[src/rtl/msg_seq_pkg.sv]
package msg_seq_pkg;

    typedef enum logic {
        MODE_FILL_CLEAR = 1'b0,
        MODE_FILL_DRAIN = 1'b1
    } seq_mode_e;

endpackage

[src/rtl/msg_rate_div.sv]
module msg_rate_div #(
    parameter int DIV_W = 16
) (
    input  logic             clk,
    input  logic             rst,
    input  logic [DIV_W-1:0] rate_div_i,
    output logic             step_o
);

    typedef struct packed {
        logic [DIV_W-1:0] cnt;
    } div_state_t;

    div_state_t st_d, st_q;
    logic       hit;

    always_comb begin
        st_d = st_q;
        hit  = (st_q.cnt >= rate_div_i);
        if (hit) begin
            st_d.cnt = '0;
        end else begin
            st_d.cnt = st_q.cnt + 1'b1;
        end
        if (rst) begin
            st_d.cnt = '0;
        end
    end

    always_ff @(posedge clk) begin
        st_q <= st_d;
    end

    assign step_o = hit && !rst;

endmodule

[src/rtl/msg_shift_seg.sv]
module msg_shift_seg #(
    parameter int SEG_W = 8
) (
    input  logic             clk,
    input  logic             rst,
    input  logic             step_i,
    input  logic             clear_i,
    input  logic             sin_i,
    output logic [SEG_W-1:0] q_o
);

    typedef struct packed {
        logic [SEG_W-1:0] bits;
    } seg_state_t;

    seg_state_t st_d, st_q;

    always_comb begin
        st_d = st_q;
        if (rst) begin
            st_d.bits = '0;
        end else if (step_i) begin
            if (clear_i) begin
                st_d.bits = '0;
            end else begin
                st_d.bits = {st_q.bits[SEG_W-2:0], sin_i};
            end
        end
    end

    always_ff @(posedge clk) begin
        st_q <= st_d;
    end

    assign q_o = st_q.bits;

endmodule

[src/rtl/msg_mode_ctrl.sv]
module msg_mode_ctrl
    import msg_seq_pkg::*;
#(
    parameter int N_LETTERS = 16
) (
    input  logic                 clk,
    input  logic                 rst,
    input  logic                 mode_i,
    input  logic [N_LETTERS-1:0] letters_i,
    output logic                 serial_o,
    output logic                 clear_o,
    output logic                 eff_mode_o
);

    typedef struct packed {
        seq_mode_e mode;
    } ctrl_state_t;

    ctrl_state_t st_d, st_q;
    seq_mode_e   eff;
    logic        dark;
    logic        last;

    always_comb begin
        dark = (letters_i == '0);
        last = letters_i[N_LETTERS-1];
        eff  = dark ? seq_mode_e'(mode_i) : st_q.mode;
        st_d = st_q;
        st_d.mode = eff;
        if (rst) begin
            st_d.mode = MODE_FILL_CLEAR;
        end
        serial_o = (eff == MODE_FILL_DRAIN) ? ~last : 1'b1;
        clear_o  = (eff == MODE_FILL_CLEAR) && last;
    end

    always_ff @(posedge clk) begin
        st_q <= st_d;
    end

    assign eff_mode_o = eff;

endmodule

[src/rtl/msg_sequencer.sv]
module msg_sequencer #(
    parameter int N_LETTERS = 16,
    parameter int SEG_W     = 8,
    parameter int DIV_W     = 16
) (
    input  logic                 clk,
    input  logic                 rst,
    input  logic                 mode_i,
    input  logic [DIV_W-1:0]     rate_div_i,
    output logic [N_LETTERS-1:0] letters_o
);

    localparam int N_SEG = N_LETTERS / SEG_W;

    logic             step_w;
    logic             serial_w;
    logic             clear_w;
    logic             eff_mode_w;
    logic [SEG_W-1:0] seg_q [N_SEG];
    logic             seg_sin [N_SEG];

    msg_rate_div #(.DIV_W(DIV_W)) u_div (
        .clk        (clk),
        .rst        (rst),
        .rate_div_i (rate_div_i),
        .step_o     (step_w)
    );

    msg_mode_ctrl #(.N_LETTERS(N_LETTERS)) u_ctrl (
        .clk        (clk),
        .rst        (rst),
        .mode_i     (mode_i),
        .letters_i  (letters_o),
        .serial_o   (serial_w),
        .clear_o    (clear_w),
        .eff_mode_o (eff_mode_w)
    );

    for (genvar g = 0; g < N_SEG; g++) begin : g_seg
        if (g == 0) begin : g_head
            assign seg_sin[g] = serial_w;
        end else begin : g_link
            assign seg_sin[g] = seg_q[g-1][SEG_W-1];
        end

        msg_shift_seg #(.SEG_W(SEG_W)) u_seg (
            .clk     (clk),
            .rst     (rst),
            .step_i  (step_w),
            .clear_i (clear_w),
            .sin_i   (seg_sin[g]),
            .q_o     (seg_q[g])
        );

        assign letters_o[g*SEG_W +: SEG_W] = seg_q[g];
    end

endmodule

[config.mk]
export PLATFORM = sky130hd
export DESIGN_NAME = msg_sequencer
export DESIGN_NICKNAME = d
export VERILOG_FILES = /design/src/rtl/msg_seq_pkg.sv /design/src/rtl/msg_rate_div.sv /design/src/rtl/msg_shift_seg.sv /design/src/rtl/msg_mode_ctrl.sv /design/src/rtl/msg_sequencer.sv
export SDC_FILE = /design/constraint.sdc
export NUM_CORES = 1
export LEC_CHECK = 0
export BUFFER_PORTS_ARGS = -buffer_cell sky130_fd_sc_hd__buf_2
export CAP_MARGIN = 20
export CORE_MARGIN = 2
export CORE_UTILIZATION = 55
export CTS_CLUSTER_SIZE = 16
export DETAILED_ROUTE_END_ITERATION = 12
export GPL_TIMING_DRIVEN = 0
export PLACE_DENSITY = 0.79
export SLEW_MARGIN = 25
export SYNTH_ARGS = -nofsm -noshare
export SYNTH_HDL_FRONTEND = slang
export SYNTH_SLANG_ARGS = --single-unit
export TNS_END_PERCENT = 100
[constraint.sdc]
create_clock -name clk -period 3.8 [get_ports clk]
set_clock_uncertainty 0.15 [all_clocks]
set_input_delay 0.19 -clock clk [delete_from_list [all_inputs] [get_ports clk]]
set_output_delay 0.19 -clock clk [all_outputs]
set_load 0.02 [all_outputs]
### Word-level counts from Yosys, hierarchy flattened

Cells that the tools add are included.

| cells by class | value |
|---|---|
| $add $sub $neg | 1 |
| $lt $le $gt $ge | 1 |
| mux-type cells | 4 |
| bitwise gates (word level) | 2 |
| reductions and logical operators | 5 |

Operator list:

| kind | number |
|---|---|
| 16-bit by 1-bit adder with 16-bit output, second input constant | 1 |
| 16-bit >= comparator | 1 |
| 16-bit logical NOT | 1 |
| 8-bit 2-to-1 mux | 2 |
| 1-bit logical AND | 2 |
| 1-bit 2-to-1 mux | 2 |
| 1-bit inverter | 2 |
| 2-bit OR reduction | 1 |
| 1-bit logical NOT | 1 |

| word-level totals | value |
|---|---|
| flip-flop bits (word level) | 33 |
| input bits | 19 |
| output and inout bits | 16 |
| word-level logic and storage cells | 17 |

### Logic depth before layout (Yosys ltp)

Gate-level depths: netlist of the first run.

| logic depth | value |
|---|---|
| depth in word-level cells | 5 |
| depth in mapped cells | 8 |
| depth with buffers taken out | 7 |

### By module

From an unflattened synthesis of the first run, not the netlist that was laid out.

| second synthesis, totals | value |
|---|---|
| cells, all modules | 214 |
| area, all modules | 1941.9 um2 |

By module, submodules not included:

| module | times used | cells an instance | area an instance (um2) | seq. area each (um2) |
|---|---|---|---|---|
| msg_rate_div | 1 | 130 | 1152.4 | 320.3 |
| msg_shift_seg | 2 | 36 | 344.1 | 160.2 |
| msg_mode_ctrl | 1 | 12 | 101.3 | 20.0 |

### Least setup slack after synthesis of the first run

OpenSTA, ideal clock, no wires.

| timing | value |
|---|---|
| path type | register to register |
| start point | reg u_div.st_q[13] in the netlist's numbering |
| end point | reg g_seg[0].u_seg.st_q, in the netlist g_seg[0].u_seg.q_o[0] |
| data arrival time | 1.771 ns |
| required time | 3.529 ns |
| slack | 1.758 ns |
| cell stages (with the launch flop) | 7 |
| buffers on the path | 0 |
| clock period less this slack | 2.042 ns |
| cells stage by stage | dfxtp_1 > ha_1 > nand4_1 > a211oi_1 > or3b_1 > o211ai_2 > mux2_2 |

| between the ends | value |
|---|---|
| cells in the longest elaborated chain, start to end | 2 |

RTL lines:

| element | RTL line | RTL |
|---|---|---|
| start, declared | msg_rate_div.sv:14 | `div_state_t st_d, st_q;` |
| start signal, assigned | msg_rate_div.sv:31 | `st_q <= st_d;` |
| 16-bit >= comparator | msg_rate_div.sv:19 | `hit = (st_q.cnt >= rate_div_i);` |
| 1-bit logical AND | msg_rate_div.sv:34 | `assign step_o = hit && !rst;` |
| end signal, assigned | msg_shift_seg.sv:32 | `st_q <= st_d;` |
| end, declared | msg_shift_seg.sv:16 | `seg_state_t st_d, st_q;` |

No other way between the ends.
A chain may end at the register's enable or synchronous reset.

### Final worst setup path of the first run

| timing | value |
|---|---|
| start point | reg u_div.st_q[0] in the netlist's numbering |
| end point | reg u_div.st_q[11] in the netlist's numbering |

| between the ends | value |
|---|---|
| cells in the longest elaborated chain, start to end | 2 |

RTL lines:

| element | RTL line |
|---|---|
| 16-bit >= comparator | msg_rate_div.sv:19 |
| 2-bit OR reduction (no source line) | -- |

Several ways; a longest one is shown, not always the timed one.

==> summary.txt, run 1 <==
outcome: finished clean
post-layout util: 0.6835
Setup CP Type: flip-flop to flip-flop
Critical R2R Launch: u_div.st_q[0]$_SDFF_PP0_
CP endpoint kind: flip-flop
RSZ-0062 raised after global routing: false
first-pass GRT wire length: 5485 um
Congestion Overflow GR: 0
Worst Hold Path Cells: 3
maximum number of pins on one net before global-route repair: 11
Crit path required time: 3900 ps
VDD IR max: 0.2222 mV
setup ws final: 1369 ps
R2R Path End: u_div.st_q[11]$_SDFF_PP0_
Core Rows: 20
Synth area leaders: dfxtp_1, ha_1, mux2i_1, nand2b_1, nand2_1
vias: 1477
CP Max Fanout: 10
wire length on met1: 1607 um
post-cts resize count: 0
sequential area share after synthesis: 0.3602
Post-CTS Setup Inserts: 0
via/cell ratio: 5.111
DR WL/cell: 11.76 um
Avg Cell Area, Syn: 9.080 sq um
Post-layout nets: 280
antenna diode count: 0
fin crit share: 0.6398
worst skew pair latency: 330 ps
DR WL met3: 146 um
clk slew on worst S/H paths: 100 ps
Netlist cell types: 31
critical path arrival: 2540 ps
pwr/cell area: 274.1 nW/um^2
Die Wd: 61.75 um
core area: 3103 sq um
post-synthesis cell count: 202
Worst Setup Slack post-DPL: 1396 ps
# hold bufs at CTS: 1
top-count cell post-synth: dfxtp_1
share of layout cells above drive strength 1: 0.2000
CTS tree: done
initial antenna violation count: 0
Pre-antenna DRT Iters: 4
r2r setup slk: 1370 ps
Max Slew Vio Count: 0
Clock H-tree levels: 2
GP Congestion: 0.7855
Yosys top cell area share: 0.3602
synth warn: 0
io pins: 35
drc violations: 0
Die Area: 3813 sq um
EDFF count, synth: 0
Worst Hold Launch: rst
post-route ant nets: 0
routed wl met2: 1610 um
Leakage: 0.9620 nW
share of flip-flops with an asynchronous set or reset: 0
all-layer global routing usage: 0.1978
worst rel slew slack: 0.6359
total negative setup slack: 0 ps
starting density of the core: 0.5911
number of global-route vias before repair: 1302
DR iter-0 viols: 48
min Tclk post-route: 2431 ps
final wirelength: 3399 um
Synth-to-Final Area Change: 15.62%
hpwl dp: 2592 um
final hold viol count: 0
top_reg_cell synth: dfxtp_1
post-synth top area cell: dfxtp_1
Hold Path End: g_seg[1].u_seg.q_o[3]$_SDFFE_PP0P_
Reg2Reg Depth: 8
number of max-cap violations: 0
FMAX: 411.3 MHz
final setup vio count: 0
Worst Max-Slew Pin Slew: 532.3 ps
Port Buffers: 34
#FFs+latches synth: 33
mapped cell area: 1834 sq um
worst-case clock buffer depth: 2
Synthesized Nets: 238
total CTS buffers: 5
min-delay worst type: input port to flip-flop
startpoint types: flip-flop
synth cell count leaders: dfxtp_1, nand2_1, inv_1
clk sink count: 33
CTS root buf: clkbuf_4
Chip Height: 61.75 um
Top Metal Used: met4
power by group:
group	internal, mW	leakage (nW)	switching (mW)
combinational	0.0211	0.663	0.0214
sequential	0.349	0.267	0.00373
clock	0.0704	0.0320	0.116
state kept, by name (all words and copies together) (netlist names):
| register | flops |
|---|---|
| u_div.st_q | 16 |
| g_seg.u_seg.q_o | 16 |
| u_ctrl.st_q | 1 |
layer usage:
layer  track usage  vias up
li1              -      777
met1        0.2506      664
met2        0.3173       31
met3       0.06004        5
met4       0.07599        0
met5             0        -
cell usage in the layout (no fill, tap or decap), types with 2 or more instances in the layout:
cell type	instances
nand3_1	3
inv_1	18
nor3b_2	2
and3_1	3
dfxtp_1	33
a21oi_1	4
nor2_1	5
buf_6	2
xnor2_1	7
nand2_1	23
xor2_1	7
nand2b_1	16
buf_2	34
clkbuf_1	5
nand4_1	5
nor3_1	15
ha_1	17
a21o_1	4
mux2i_1	16
nor4_1	4
clkinv_2	2
clkbuf_4	5
and4_1	3
final cells by class:
cell class                      count  area [sq um]
Timing Repair Buffer               35         180.2
Tap cell                           44         55.05
Clock inverter                      2         10.01
Clock buffer                        6         41.29
Buffer                              8         60.06
Fill cell                         282         982.2
Inverter                           18         67.56
Multi-Input combinational cell    143          1046
Sequential cell                    33         660.6
stage by stage:
step                      area, sq um  power [mW]  hold slack, ps  std cells
after floorplan                  1834      0.3854           183.9        202
after global placement           2059      0.4015           284.5        280
after detailed placement         2059      0.4026           294.0        280
after CTS                        2121      0.5851           52.35        289
after global routing             2121      0.6064           65.66        289
final                            2121      0.5812           61.05        289
cells by family after synthesis:
family          synth area share
fa+ha+maj                 0.1160
buf+inv                  0.06957
flops                     0.3602
xor+xnor                 0.06685
mux                      0.09345
simple gates              0.2381
compound gates           0.05594
worst max-delay path: stages, from the launching register on:
cell	delay [ps]
dfxtp_1	420
inv_1	70
ha_1	260
nand2b_1	130
a2111oi_0	540
or3b_1	200
o211ai_2	200
buf_6	210
nor3_1	170
how the worst max path moves through the flow:
stage,start,to,slack [ps],depth (start not counted)
after global placement,u_div.st_q[0]$_SDFF_PP0_,u_div.st_q[3]$_SDFF_PP0_,1480,8
final,u_div.st_q[0]$_SDFF_PP0_,u_div.st_q[11]$_SDFF_PP0_,1370,8
after detailed placement,u_div.st_q[0]$_SDFF_PP0_,u_div.st_q[3]$_SDFF_PP0_,1400,8
after CTS,u_div.st_q[0]$_SDFF_PP0_,u_div.st_q[3]$_SDFF_PP0_,1380,8
after global routing,u_div.st_q[0]$_SDFF_PP0_,u_div.st_q[3]$_SDFF_PP0_,1130,8
after floorplan,u_div.st_q[13]$_SDFF_PP0_,g_seg[0].u_seg.q_o[0]$_SDFFE_PP0P_,1760,6
(Power assumes the default switching activity.)
==> run 2: changes to the inputs <==
CORE_UTILIZATION = 49   (was 55)
PLACE_DENSITY = 0.75   (was 0.79)
clock period = 2.08 ns   (was 3.8 ns; I/O delays follow)
==> run 2 against run 1 <==
  * Clock-buffer cell count increased by 1
  * Die area is 11% higher
  * Via count up 12%
  * Critical path depth fell by 1
  * Clock power increased to 3.4 times the previous value
  * Utilization increased by 4.2 points
  * Hold slack got worse by 27 ps
  * Largest power group unchanged
  * Largest cell class unchanged
  * Critical path type unchanged
  * Sequential power up 82%
  * Critical endpoint is now g_seg[0].u_seg.q_o[0]$_SDFFE_PP0P_
  * First-iteration DRC count rose to 2.6 times the previous value
  * The flow now finishes with violations (negative setup slack)
  * Highest routed layer unchanged
  * Worst setup slack lost 1500 ps
==> summary.txt, run 2 (same netlist as run 1, synthesis figures left out) <==
outcome: finished with violations
failing checks: negative setup slack
most frequent cells in the layout: buf_2, nand2_1, dfxtp_1, inv_1, mux2i_1
r2r setup slk: -110 ps
Critical R2R Launch: u_div.st_q[15]$_SDFF_PP0_
Worst Hold Path Cells: 3
startpoint types: flip-flop
all-layer global routing usage: 0.2097
CTS tree: done
CTS root buf: clkbuf_8
final wirelength: 4808 um
worst hold margin: 34.48 ps
io pins: 35
Leakage: 1.092 nW
Die Wd: 65.19 um
hpwl dp: 2744 um
vias: 1651
GP Congestion: 0.7493
Chip Height: 65.19 um
worst rel slew slack: 0.4714
critical path arrival: 2230 ps
Worst Hold Launch: rst
Crit path required time: 2120 ps
Pre-antenna DRT Iters: 4
CP endpoint kind: flip-flop
Worst Setup Slack post-DPL: -325.8 ps
min-delay worst type: input port to flip-flop
Core Rows: 22
commonest non-fill, non-tap cell in the layout: buf_2
number of global-route vias before repair: 1570
Port Buffers: 34
Die Area: 4249 sq um
post-route ant nets: 0
R2R Path End: g_seg[0].u_seg.q_o[0]$_SDFFE_PP0P_
Hold Path End: g_seg[1].u_seg.q_o[0]$_SDFFE_PP0P_
number of max-cap violations: 0
VDD IR max: 0.5945 mV
worst skew pair latency: 290 ps
via/cell ratio: 5.360
core area: 3633 sq um
first-pass GRT wire length: 6796 um
fin crit share: 1.053
final hold viol count: 0
share of layout cells above drive strength 1: 0.4192
DR iter-0 viols: 126
Clock H-tree levels: 2
worst-case clock buffer depth: 2
Setup CP Type: flip-flop to flip-flop
total CTS buffers: 5
clk sink count: 33
Post-DP Area: 2064 sq um
DR WL/cell: 15.61 um
Design Area, Final: 2635 sq um
clk slew on worst S/H paths: 70 ps
CP Max Fanout: 8
antenna diode count: 0
Reg2Reg Depth: 7
initial antenna violation count: 0
Post-layout nets: 295
Max Slew Vio Count: 0
min Tclk post-route: 2190 ps
pwr/cell area: 532.3 nW/um^2
Congestion Overflow GR: 0
Synth-to-Final Area Change: 43.66%
starting density of the core: 0.5048
RSZ-0062 raised after global routing: true
final setup vio count: 32
Worst Max-Slew Pin Slew: 792.9 ps
FMAX: 456.6 MHz
setup ws final: -109.9 ps
drc violations: 0
maximum number of pins on one net before global-route repair: 11
run 2: worst max-delay path by stage:
| stage | end | from | cells past startpoint |
|---|---|---|---|
| 3_5_place_dp | u_div.st_q[2]$_SDFF_PP0_ | u_div.st_q[0]$_SDFF_PP0_ | 8 |
| 4_1_cts | g_seg[1].u_seg.q_o[5]$_SDFFE_PP0P_ | u_div.st_q[15]$_SDFF_PP0_ | 7 |
| 5_1_grt | g_seg[1].u_seg.q_o[6]$_SDFFE_PP0P_ | u_div.st_q[3]$_SDFF_PP0_ | 8 |
| 6_report | g_seg[0].u_seg.q_o[0]$_SDFFE_PP0P_ | u_div.st_q[15]$_SDFF_PP0_ | 7 |
| 3_3_place_gp | g_seg[1].u_seg.q_o[4]$_SDFFE_PP0P_ | u_div.st_q[0]$_SDFF_PP0_ | 8 |
| 2_1_floorplan | g_seg[0].u_seg.q_o[0]$_SDFFE_PP0P_ | u_div.st_q[13]$_SDFF_PP0_ | 6 |
run 2: power by group:
group / internal (mW) / switching [mW]
clock network: 0.390 / 0.239
logic: 0.0663 / 0.0656
registers: 0.635 / 0.00645
run 2: through the flow:
stage | TNS (ps) | cells | util | power (mW)
after floorplan | 0 | 202 | - | 0.7040
after global routing | -3876 | 308 | 0.7252 | 1.443
after detailed placement | -9669 | 284 | 0.5682 | 0.7396
after CTS | -2434 | 298 | 0.6381 | 1.382
after global placement | -5164 | 284 | 0.5682 | 0.7344
final | -1925 | 308 | 0.7252 | 1.403
run 2: area by class of cell:
cell class | count | area (sq um)
Clock inverter | 1 | 30.03
Inverter | 18 | 70.07
Buffer | 7 | 52.55
Timing Repair Buffer | 51 | 341.6
Multi-Input combinational cell | 143 | 1308
Sequential cell | 33 | 686.9
Tap cell | 48 | 60.06
Fill cell | 272 | 998.5
Clock buffer | 7 | 86.33
run 2: critical path: stages, from the launching register on:
cell      delay, ps
dfxtp_2         350
ha_4            270
nand4_1         160
a211oi_2        180
or3b_4          420
o211ai_4        100
buf_12          160
mux2_4          300
run 2: timing repair:
action | CTS | global route
cloned | 1 | 2
setup endpoints to repair | 32 | 32
pin swaps | 8 | 16
endpoints found under the hold margin | 1 | 0
buffers inserted | 4 | 9
resized for setup | 19 | 46
hold buffers | 1 | 0
run 2: per-layer routing:
layer  GRT usage  up-vias  part of all wire
li1            -      809                 -
met1      0.2384      777              0.41
met2      0.3750       50              0.51
met3     0.05651       15             0.052
met4     0.07552        0             0.020
met5           0        -                 0
==> run 3: changes to the inputs <==
CORE_ASPECT_RATIO = 0.6   (was not set)
CORE_UTILIZATION = 30   (was 49)
PLACE_DENSITY = not set   (was 0.75)
clock period = 2.7 ns   (was 2.08 ns; I/O delays follow)
==> run 3 against run 2 <==
  * Clock-buffer cell count down 2
  * The run now ends clean
  * First-iteration DRC count is 49% lower
  * Critical endpoint is now g_seg[0].u_seg.q_o[3]$_SDFFE_PP0P_
  * Via count is 12% lower
  * Largest cell class unchanged
  * Utilization is 35 points lower
  * Sequential share of layout area grew 3.2 points
==> summary.txt, run 3 (same netlist as run 1, synthesis figures left out) <==
outcome: finished clean
Setup CP Type: flip-flop to flip-flop
GP Congestion: 0.7254
post-layout util: 0.3764
post-route ant nets: 0
hpwl dp: 2970 um
Crit path required time: 2770 ps
vias: 1445
worst rel slew slack: 0.6631
CP endpoint kind: flip-flop
total negative setup slack: 0 ps
initial antenna violation count: 0
Core Rows: 22
final wirelength: 3805 um
worst skew pair latency: 290 ps
clk slew on worst S/H paths: 80 ps
DR iter-0 viols: 64
CTS tree: done
Die Wd: 104.9 um
share of layout cells above drive strength 1: 0.2041
antenna diode count: 0
Synth-to-Final Area Change: 23.12%
number of global-route vias before repair: 1327
Crit-path slowest cell: or3b_1
worst-case clock buffer depth: 2
maximum number of pins on one net before global-route repair: 13
number of max-cap violations: 0
DR WL/cell: 11.57 um
Port Buffers: 34
Chip Height: 64.57 um
CP Max Fanout: 10
CP max stage delay: 380 ps
critical path arrival: 2360 ps
RSZ-0062 raised after global routing: false
via/cell ratio: 4.392
min Tclk post-route: 2294 ps
commonest non-fill, non-tap cell in the layout: buf_2
Post-CTS Setup Inserts: 0
io pins: 35
Max Slew Vio Count: 0
first-pass GRT wire length: 6479 um
FMAX: 435.9 MHz
Design Area, Final: 2258 sq um
Post-layout nets: 280
Leakage: 0.9989 nW
final hold viol count: 0
starting density of the core: 0.3057
Clock H-tree levels: 2
startpoint types: flip-flop
Pre-antenna DRT Iters: 4
drc violations: 0
Post-DP Area: 2110 sq um
total CTS buffers: 5
final setup vio count: 0
core area: 6001 sq um
Critical path buffers and inverters: 1
setup ws final: 406.1 ps
Worst Setup Slack post-DPL: 279.8 ps
min-delay worst type: input port to flip-flop
Worst Max-Slew Pin Slew: 505.3 ps
pwr/cell area: 500.6 nW/um^2
worst path cell trace: ha_1 -> nand4_1 -> a211oi_1 -> or3b_1 -> o211ai_2 -> buf_6 -> mux2i_1
all-layer global routing usage: 0.1207
VDD IR max: 0.2847 mV
fin crit share: 0.8496
Die Area: 6776 sq um
Congestion Overflow GR: 0
CP delay by family, top: simple AND/OR/NAND/NOR gates
clk sink count: 33
worst hold margin: 62.51 ps
CTS root buf: clkbuf_8
most frequent cells in the layout: buf_2, dfxtp_1, nand2_1, inv_1, ha_1
[run 3: cell types whose count changed in the layout (fill, tap and decap cells not counted), moves of 2 or more]
cell / delta
dfxtp_2: -9
nor3_2: -12
buf_4: -12
ha_1: +11
dfxtp_4: -4
nor3_1: +14
ha_4: -10
nor3_4: -2
dfxtp_1: +13
buf_8: -2
[run 3: cell type report]
class / count / area (sq um)
Sequential cell: 33 / 660.6
Tap cell: 84 / 105.1
Inverter: 18 / 67.56
Fill cell: 639 / 3742
Buffer: 8 / 60.06
Multi-Input combinational cell: 143 / 1047
Clock buffer: 5 / 68.82
Clock inverter: 3 / 68.82
Timing Repair Buffer: 35 / 180.2
[run 3: worst paths after layout]
path / from / to / slack [ps] / depth (start not counted)
max: u_div.st_q[13]$_SDFF_PP0_ / g_seg[0].u_seg.q_o[3]$_SDFFE_PP0P_ / 410 / 7
min: rst / g_seg[1].u_seg.q_o[2]$_SDFFE_PP0P_ / 60 / 3
max reg2reg: u_div.st_q[13]$_SDFF_PP0_ / g_seg[0].u_seg.q_o[3]$_SDFFE_PP0P_ / 410 / 7
min reg2reg: g_seg[1].u_seg.q_o[6]$_SDFFE_PP0P_ / g_seg[1].u_seg.q_o[7]$_SDFFE_PP0P_ / 350 / 2
[run 3: where the power goes]
part | total [mW] | switching (mW) | internal [mW]
Combinational | 0.0629 | 0.0321 | 0.0308
Sequential | 0.496 | 0.00495 | 0.491
Clock | 0.572 | 0.200 | 0.372
Total | 1.13 | 0.237 | 0.894
[run 3: timing repair]
item,4_1_cts,5_1_grt
hold buffers,1,0
resized for setup,0,1
hold endpoints to repair,1,0
setup endpoints to repair,0,1
[run 3: metrics by stage]
step	power (mW)	cells
after detailed placement	0.5687	320
final	1.130	329
after floorplan	0.5424	202
after CTS	1.143	329
after global placement	0.5682	320
after global routing	1.175	329
[run 3: layer usage]
layer | global-route usage | vias to the layer above | part of all wire
met1 | 0.1860 | 628 | 0.57
met2 | 0.1534 | 35 | 0.37
met4 | 0.03500 | 0 | 0.013
met3 | 0.03924 | 7 | 0.055
li1 | - | 775 | -
met5 | 0 | - | 0
[run 3: worst reg2reg max path, cell delays in order (launching register included)]
cell,delay [ps]
dfxtp_1,350
ha_1,310
nand4_1,190
a211oi_1,240
or3b_1,380
o211ai_2,170
buf_6,220
mux2i_1,200
